**src/rtl/cb_search_pkg.sv**
```systemverilog
package cb_search_pkg;
  typedef enum logic [2:0] {
    ST_IDLE = 3'd0,
    ST_BIN  = 3'd1,
    ST_LIN  = 3'd2,
    ST_DONE = 3'd3,
    ST_TEST = 3'd4
  } cb_state_e;
endpackage

```
**src/rtl/cb_bin_step.sv**
```systemverilog
module cb_bin_step #(
  parameter int CODE_W = 5,
  parameter int IDX_W  = $clog2(CODE_W)
) (
  input  logic [CODE_W-1:0] code_i,
  input  logic [IDX_W-1:0]  idx_i,
  input  logic              dir_i,
  output logic [CODE_W-1:0] code_o
);
  for (genvar i = 0; i < CODE_W; i++) begin : g_bit
    always_comb begin
      if (idx_i == IDX_W'(i))          code_o[i] = dir_i;
      else if (idx_i == IDX_W'(i + 1)) code_o[i] = 1'b1;
      else                             code_o[i] = code_i[i];
    end
  end
endmodule

```
**src/rtl/cb_lin_step.sv**
```systemverilog
module cb_lin_step #(
  parameter int CODE_W = 5
) (
  input  logic [CODE_W-1:0] code_i,
  input  logic              dir_i,
  output logic [CODE_W-1:0] code_o,
  output logic              rail_o
);
  always_comb begin
    rail_o = dir_i ? (&code_i) : ~(|code_i);
    code_o = dir_i ? code_i + CODE_W'(1) : code_i - CODE_W'(1);
  end
endmodule

```
**src/rtl/cb_pick.sv**
```systemverilog
module cb_pick #(
  parameter int CODE_W = 5,
  parameter int ERR_W  = 12
) (
  input  logic [CODE_W-1:0]       cur_i,
  input  logic [CODE_W-1:0]       prv_i,
  input  logic signed [ERR_W-1:0] err_a_i,
  input  logic signed [ERR_W-1:0] err_b_i,
  output logic [CODE_W-1:0]       pick_o
);
  logic signed [ERR_W:0] mass;
  logic                  gravity;
  logic [CODE_W-1:0]     lo, hi;

  always_comb begin
    mass    = {err_a_i[ERR_W-1], err_a_i} + {err_b_i[ERR_W-1], err_b_i};
    gravity = mass[ERR_W];
    lo      = (cur_i < prv_i) ? cur_i : prv_i;
    hi      = (cur_i < prv_i) ? prv_i : cur_i;
    pick_o  = gravity ? hi : lo;
  end

  // result is always one of the two candidates
  always_comb assert_pick_member_R5: assert (pick_o == cur_i || pick_o == prv_i);
endmodule

```
**src/rtl/cb_search_ctrl.sv**
```systemverilog
module cb_search_ctrl
  import cb_search_pkg::*;
#(
  parameter int CODE_W = 5,
  parameter int ERR_W  = 12
) (
  input  logic                     clk_i,
  input  logic                     rst_ni,
  input  logic                     start_i,
  input  logic                     meas_valid_i,
  input  logic                     dir_up_i,
  input  logic signed [ERR_W-1:0]  err_cur_i,
  input  logic signed [ERR_W-1:0]  err_prev_i,
  input  logic                     test_en_i,
  input  logic [CODE_W-1:0]        test_code_i,
  output logic [CODE_W-1:0]        code_o,
  output logic                     hold_o,
  output logic                     done_o
);
  localparam int IDX_W = $clog2(CODE_W);
  localparam logic [CODE_W-1:0] SEED = {1'b1, {(CODE_W-1){1'b0}}};
  localparam logic [IDX_W-1:0]  TOP_IDX = IDX_W'(CODE_W - 1);

  cb_state_e         st_q, st_d;
  logic [CODE_W-1:0] code_q, code_d, prv_code_q, prv_code_d;
  logic [IDX_W-1:0]  idx_q, idx_d;
  logic              prv_dir_q, prv_dir_d, has_prv_q, has_prv_d;
  logic [CODE_W-1:0] bin_nxt, lin_nxt, pick;
  logic              at_rail;

  cb_bin_step #(.CODE_W(CODE_W), .IDX_W(IDX_W)) u_bin (
    .code_i(code_q), .idx_i(idx_q), .dir_i(dir_up_i), .code_o(bin_nxt)
  );

  cb_lin_step #(.CODE_W(CODE_W)) u_lin (
    .code_i(code_q), .dir_i(dir_up_i), .code_o(lin_nxt), .rail_o(at_rail)
  );

  cb_pick #(.CODE_W(CODE_W), .ERR_W(ERR_W)) u_pick (
    .cur_i(code_q), .prv_i(prv_code_q), .err_a_i(err_cur_i), .err_b_i(err_prev_i),
    .pick_o(pick)
  );

  always_comb begin
    st_d       = st_q;
    code_d     = code_q;
    idx_d      = idx_q;
    prv_code_d = prv_code_q;
    prv_dir_d  = prv_dir_q;
    has_prv_d  = has_prv_q;
    if (test_en_i) begin
      st_d = ST_TEST;
    end else if (st_q == ST_TEST) begin
      st_d   = ST_IDLE;
      code_d = SEED;
    end else if (start_i) begin
      st_d      = ST_BIN;
      code_d    = SEED;
      idx_d     = TOP_IDX;
      has_prv_d = 1'b0;
    end else if (meas_valid_i) begin
      unique case (st_q)
        ST_BIN: begin
          code_d = bin_nxt;
          idx_d  = idx_q - IDX_W'(1);
          if (idx_q == IDX_W'(1)) begin
            st_d      = ST_LIN;
            has_prv_d = 1'b0;
          end
        end
        ST_LIN: begin
          if (has_prv_q && (dir_up_i != prv_dir_q)) begin
            code_d = pick;
            st_d   = ST_DONE;
          end else if (at_rail) begin
            st_d = ST_DONE;
          end else begin
            prv_code_d = code_q;
            prv_dir_d  = dir_up_i;
            has_prv_d  = 1'b1;
            code_d     = lin_nxt;
          end
        end
        default: ;
      endcase
    end
  end

  always_ff @(posedge clk_i or negedge rst_ni) begin
    if (!rst_ni) begin
      st_q       <= ST_IDLE;
      code_q     <= SEED;
      idx_q      <= TOP_IDX;
      prv_code_q <= SEED;
      prv_dir_q  <= 1'b0;
      has_prv_q  <= 1'b0;
    end else begin
      st_q       <= st_d;
      code_q     <= code_d;
      idx_q      <= idx_d;
      prv_code_q <= prv_code_d;
      prv_dir_q  <= prv_dir_d;
      has_prv_q  <= has_prv_d;
    end
  end

  assign code_o = test_en_i ? test_code_i : code_q;
  assign hold_o = test_en_i | (st_q == ST_BIN) | (st_q == ST_LIN);
  assign done_o = ~test_en_i & (st_q == ST_DONE);

  assert_start_seed_R2: assert property (@(posedge clk_i) disable iff (!rst_ni)
    (start_i && !test_en_i && st_q != ST_TEST) |=> (code_q == SEED && st_q == ST_BIN));

  assert_bin_upper_R3: assert property (@(posedge clk_i) disable iff (!rst_ni)
    (st_q == ST_BIN && meas_valid_i && !start_i && !test_en_i) |=>
      ((code_q >> ($past(idx_q) + 1'b1)) == ($past(code_q) >> ($past(idx_q) + 1'b1)) &&
       code_q[$past(idx_q)] == $past(dir_up_i)));

  assert_lin_unit_R4: assert property (@(posedge clk_i) disable iff (!rst_ni)
    (st_q == ST_LIN && meas_valid_i && !start_i && !test_en_i) |=>
      (st_q == ST_DONE || code_q == $past(code_q) + CODE_W'(1) ||
       code_q == $past(code_q) - CODE_W'(1)));

  assert_done_keep_R7: assert property (@(posedge clk_i) disable iff (!rst_ni)
    (st_q == ST_DONE && !start_i && !test_en_i) |=> $stable(code_q));

  assert_test_force_R8: assert property (@(posedge clk_i) disable iff (!rst_ni)
    test_en_i |-> (hold_o && !done_o));
endmodule

```
**config.mk**
```make
export PLATFORM = sky130hd
export DESIGN_NAME = cb_search_ctrl
export DESIGN_NICKNAME = d
export VERILOG_FILES = /design/src/rtl/cb_search_pkg.sv /design/src/rtl/cb_bin_step.sv /design/src/rtl/cb_lin_step.sv /design/src/rtl/cb_pick.sv /design/src/rtl/cb_search_ctrl.sv
export SDC_FILE = /design/constraint.sdc
export NUM_CORES = 1
export LEC_CHECK = 0
export BUFFER_PORTS_ARGS = -buffer_cell sky130_fd_sc_hd__buf_2
export CAP_MARGIN = 20
export CORE_MARGIN = 4
export CORE_UTILIZATION = 40
export DETAILED_ROUTE_END_ITERATION = 16
export HOLD_SLACK_MARGIN = 0.15
export SETUP_SLACK_MARGIN = 0.2
export SYNTH_ARGS = -nofsm -noshare
export SYNTH_HDL_FRONTEND = slang
export SYNTH_HIERARCHICAL = 1
export SYNTH_SLANG_ARGS = --single-unit
```
**constraint.sdc**
```tcl
create_clock -name clk_i -period 2.5 [get_ports clk_i]
set_clock_uncertainty 0.1 [all_clocks]
set_input_delay 0 -clock clk_i [delete_from_list [all_inputs] [get_ports clk_i]]
set_output_delay 0 -clock clk_i [all_outputs]
set_load 0.05 [all_outputs]
```
### Word level (Yosys, flattened, before mapping)

Index checks and enable logic that the tools add are counted.
W data, S select, Z words.

* bits in registers: 18
* input port bits: 35
* output and inout bits: 7

* add/subtract/negate cells: 4
* order comparisons: 1
* equal/unequal tests: 23
* muxes and demuxes: 39
* bitwise logic cells: 9
* reductions and logical operators: 20

Operators by type and width (number)
* $mux W5: 10
* $reduce_and A7 Y1: 7
* $mux W3: 10
* $mux W1: 16
* $ne A5 B3 Y1 const B: 3
* $add A12 B12 Y13: 1
* $eq A3 B2 Y1 const B: 4
* $ne A6 B6 Y1 const B: 2
* $ne A5 B4 Y1 const B: 2
* $ne A5 B5 Y1 const B: 2
* $pmux W5 S2: 1
* $eq A3 B3 Y1 const B: 3
* $ne A3 B3 Y1 const B: 3
* $reduce_and A4 Y1: 2
* $reduce_bool A4 Y1: 2
* $eq A3 B1 Y1 const B: 2
* $ne A6 B5 Y1 const B: 1
* $not A1 Y1: 6
* $pmux W3 S2: 1
* $reduce_bool A3 Y1: 2
* $add A5 B1 Y5 const B: 1
* $lt A5 B5 Y1: 1
* $reduce_and A5 Y1: 1
* $reduce_bool A5 Y1: 1
* 10 further kinds: 12

### Longest topological paths before layout

* word-level depth: 10
* mapped depth: 10
* gate-level depth less buffers: 10

### Hierarchy

The synthesis kept the hierarchy.

By module, submodules not included
* cb_search_ctrl: instances 1, cells each 113, area each 1153.6 sq um, sequential area each 454.2 sq um
* cb_pick: instances 1, cells each 49, area each 405.4 sq um, sequential area each 0.0 sq um
* cb_lin_step: instances 1, cells each 20, area each 161.4 sq um, sequential area each 0.0 sq um
* cb_bin_step: instances 1, cells each 20, area each 105.1 sq um, sequential area each 0.0 sq um

### Least setup slack after synthesis

No wires, ideal clock.

* path type: register -> register
* start: reg code_q[3]
* end: reg code_q[4]
* library setup time: 99 ps
* arrival: 2219 ps
* required time: 2301 ps
* setup slack: 82 ps
* cell stages (with the launch flop): 9
* period minus slack after synthesis: 2418 ps
* cell sequence: dfrtp_1 > ha_1 > a21oi_1 > nand2_1 > a211oi_1 > xnor3_2 > mux2_2 > o311ai_0 > a22oi_1

* cells in the longest elaborated chain, start to end: 8
* elaborated cells on any way between the ends: 18
* those cells by class: add/sub (2); order compare (1); eq/ne (3); mux (8); bitwise (1); reduce/logical (3)

RTL lines
* start: declaration: line cb_search_ctrl.sv:25 `logic [CODE_W-1:0] code_q, code_d, prv_code_q, prv_code_d;`
* start signal: assignment: line cb_search_ctrl.sv:99 `code_q <= code_d;`
* $sub A5 B1 Y5 or $add A5 B1 Y5 (tied branches): line cb_lin_step.sv:11 `code_o = dir_i ? code_i + CODE_W'(1) : code_i - CODE_W'(1);`
* $mux W5: line cb_lin_step.sv:11
* $mux W5: line cb_search_ctrl.sv:75 `end else if (at_rail) begin`
* $mux W5: line cb_search_ctrl.sv:72 `if (has_prv_q && (dir_up_i != prv_dir_q)) begin`
* $pmux W5 S2: line cb_search_ctrl.sv:62 `unique case (st_q)`
* $mux W5: line cb_search_ctrl.sv:61 `end else if (meas_valid_i) begin`
* $mux W5: line cb_search_ctrl.sv:56 `end else if (start_i) begin`
* $mux W5: line cb_search_ctrl.sv:53 `end else if (st_q == ST_TEST) begin`

Several ways; a longest one is shown, not always the timed one. The select of a mux whose other input is x is not followed.
A chain may end at the register's enable or synchronous reset.

### Final worst setup path

* start: reg code_q[4]
* end: reg code_q[3]

* cells in the longest elaborated chain, start to end: 5
* elaborated cells on any way between the ends: 9
* those cells by class: order compare (1); eq/ne (3); mux (1); bitwise (1); reduce/logical (3)

RTL lines
* parallel branches: the longest is 4 deep, another holds $lt A5 B5 Y1
* $reduce_and A7 Y1 (no source line) *

Every way passes the cells marked *.

==> summary.txt <==
Place
  – Buffers on Ports: 41
  – Placer Congestion: 0.9006
  – Dpl hpwl: 3364 microns
  – Placed instance area: 2146 sq um
  – Setup Slack @ Placement: 0.08673 ns

Synth
  – #FFs+latches synth: 18
  – Synthesis Warnings: 6
  – Number of synthesized flops with an enable pin: 0
  – Seq/Total Area, Yosys: 24.88%
  – Synthesized cell area: 1826 sq um
  – Synth cell types: 61
  – Async set-reset flop share out of synthesis: 100.0%
  – Mapped Cells: 202
  – Syn Area/Cell: 9.037 sq um
  – Synth Net Count: 258
  – Top FF cell, synth: dfrtp_1

Detailed routing
  – Post-route ant nets: 0
  – Total Routed Length: 4668 microns
  – WL/cell: 15.11 microns
  – DR vias/cell: 5.625
  – DR pass1 iterations: 4
  – Vias after detailed routing: 1,738
  – Starting DRT DRC Count: 73
  – DRC errors left: 0

Run status
  – Outcome: finished clean

Global route
  – Total GRT Usage: 16.88%
  – GRT Residual Overflow: 0
  – First-pass GRT wire length: 7417 microns
  – Largest net degree at the start of global routing: 16
  – Initial antenna violation count: 0
  – Vias in the first global route: 1,570

Clock tree
  – Clock Sinks: 18
  – Root buffer cell: clkbuf_8
  – Total CTS buffers: 3
  – Worst skew pair latency: 0.26 ns
  – Worst-path clk slew: 0.07 ns
  – Max Root-Sink Buffers: 2
  – H-Tree Depth: 1
  – CTS tree: yes

STA
  – Tmin final: 2.388 ns
  – RSZ-0062 raised after global routing: yes
  – Slew margin rel.: 48.41%
  – Fmax: 418.8 MHz
  – Fin crit share: 95.51%
  – Worst slew pin tran: 0.7713 ns
  – Final setup fails: 0
  – Max Slew Vio Count: 0
  – Final worst setup slack: 0.1123 ns
  – Final Hold Viols: 0
  – Setup TNS: 0 ns

Worst setup path
  – CP Buf/Inv Count: 0
  – RR Startpoint: code_q[4]$_DFFE_PN1P_
  – Slowest cell on the critical path: dfstp_2
  – CP Cell Sequence: ha_4 -> nand4_1 -> a21oi_2 -> a211oi_2 -> xnor3_2 -> mux2_4 -> nand4_1 -> o211ai_1 -> a22o_1
  – Crit-path max cell delay: 0.58 ns
  – Worst Setup SP: code_q[4]$_DFFE_PN1P_
  – CP Capture Type: flop
  – Worst setup SP type: flop
  – Crit Path Class: reg -> reg
  – Crit path DAT: 2.43 ns
  – Required time worst endpoint: 2.55 ns
  – Crit Path Max Fanout: 5
  – Worst R2R End: code_q[3]$_DFFE_PN0P_
  – Reg2reg setup slack: 0.11 ns
  – Top delay family on crit path: flip-flops
  – Crit path top cell by count: nand4_1
  – R2R depth: 9

Final layout
  – Post-layout nets: 314
  – Syn-to-layout area delta: 27.83%
  – Final Cell Area: 2333 sq um
  – Share of layout cells above drive strength 1: 38.13%
  – N_diodes: 0

Floorplanning
  – Die H: 75.56 microns
  – Initial Utilization: 41.64%
  – Die ar.: 5709 sq um
  – IO Count: 42
  – Die width: 75.56 microns
  – Core footprint: 4384 sq um
  – Row count: 24

Pwr
  – Pwr Density: 571.2 nW/um^2
  – Peak supply drop: 0.0003447 V
  – Total power: 0.001333 W
  – Static Leakage: 1.079 nW

Min path
  – Worst Hold Class: in -> async

Job
  – Max cap viols: 0
## cell families after synthesis
family | Yosys count | synth area share, %
and+or+nand+nor | 63 | 19.12
adders and majority gates | 21 | 14.80
muxes | 15 | 9.253
xor gates and xnor gates | 7 | 4.181
buffers and inverters | 23 | 5.345
AOI/OAI and AO/OA | 55 | 22.41
DFF | 18 | 24.88
## synthesized netlist by cell type (3+ instances only)
library cell / count / share of area [%]
buf_2: 3 / 0.82
a22o_1: 4 / 1.9
a21oi_2: 3 / 1.4
nand2_1: 18 / 3.7
nor2_1: 9 / 1.9
nand4_1: 7 / 2.4
dfrtp_1: 15 / 21
mux2_2: 15 / 9.3
inv_1: 15 / 3.1
xnor2_1: 4 / 1.9
nand2b_1: 4 / 1.4
dfstp_2: 3 / 4.3
o211ai_1: 4 / 1.6
o21ai_0: 10 / 2.7
a21oi_1: 12 / 3.3
nand3_1: 6 / 1.6
ha_1: 20 / 14
## per-stage QoR
step	utilization (%)	hold slack (ns)	std cells
6_report	53.22	0.1787	309
5_1_grt	53.22	0.1886	309
4_1_cts	52.88	0.1724	307
3_5_place_dp	48.94	-0.1377	295
3_3_place_gp	48.94	-0.1339	295
2_1_floorplan	-	-0.3956	202
## worst max path at each step
| stage | endpoint | slack [ns] | cells past startpoint |
|---|---|---|---|
| after floorplan | code_q[0]$_DFFE_PN0P_ | 0.20 | 10 |
| after global placement | code_q[1]$_DFFE_PN0P_ | 0.09 | 10 |
| after detailed placement | code_q[1]$_DFFE_PN0P_ | 0.09 | 10 |
| after CTS | code_q[3]$_DFFE_PN0P_ | 0.14 | 10 |
| after global routing | code_q[3]$_DFFE_PN0P_ | 0.02 | 10 |
| final | code_q[3]$_DFFE_PN0P_ | 0.11 | 9 |
## power by group
part           leakage, nW  switching [W]  total (W)  internal [W]
Clock               0.0288       0.000105   0.000245      0.000140
Combinational        0.820       0.000350   0.000660      0.000310
Sequential           0.231      0.0000847   0.000428      0.000343
Total                 1.08       0.000539    0.00133      0.000794
## cell usage in the layout (no fill, tap or decap), types with 3 or more instances in the layout
master and instances:
ha_1 18, buf_2 41, buf_4 11, dlygate4sd3_1 6
dfrtp_1 14, dfstp_2 3, nand4_1 7, inv_1 13
mux2_4 5, nand2b_1 4, a21oi_2 5, o21ai_0 10
o211ai_1 4, xnor2_1 4, mux2_2 10, a22o_1 4
a21oi_1 10, nor2_1 9, nand2_1 18, clkbuf_8 4
nand3_1 6
## metal layers
layer / vias to the layer above / GRT usage [%] / part of all wire [%] / wire length, microns
met5: - / 0 / 0 / 0
met4: 0 / 2.330 / 1.5 / 68
met3: 8 / 3.430 / 4.7 / 221
met2: 38 / 28.09 / 47 / 2212
met1: 825 / 23.21 / 46 / 2166
li1: 867 / - / - / -
## sequential cells by signal (all words and copies together) (netlist names)
name        count
idx_q           3
st_q            3
code_q          5
prv_dir_q       1
prv_code_q      5
has_prv_q       1
## layout make-up
cell class                 count  area (sq um)
inverter                      16         60.06
multi-input combinational    161          1350
clock buffer                   4         55.05
tap                           52         65.06
sequential                    18         455.4
timing repair buffer          58         347.8
fill                         399          2051
## timing repair
| action | CTS | global route |
|---|---|---|
| hold endpoints to repair | 24 | 0 |
| gates resized for setup | 9 | 1 |
| setup buffers | 2 | 2 |
| hold buffers | 6 | 0 |
| setup endpoints to repair | 5 | 10 |
| pin swaps | 11 | 2 |
(Power assumes the default switching activity.)
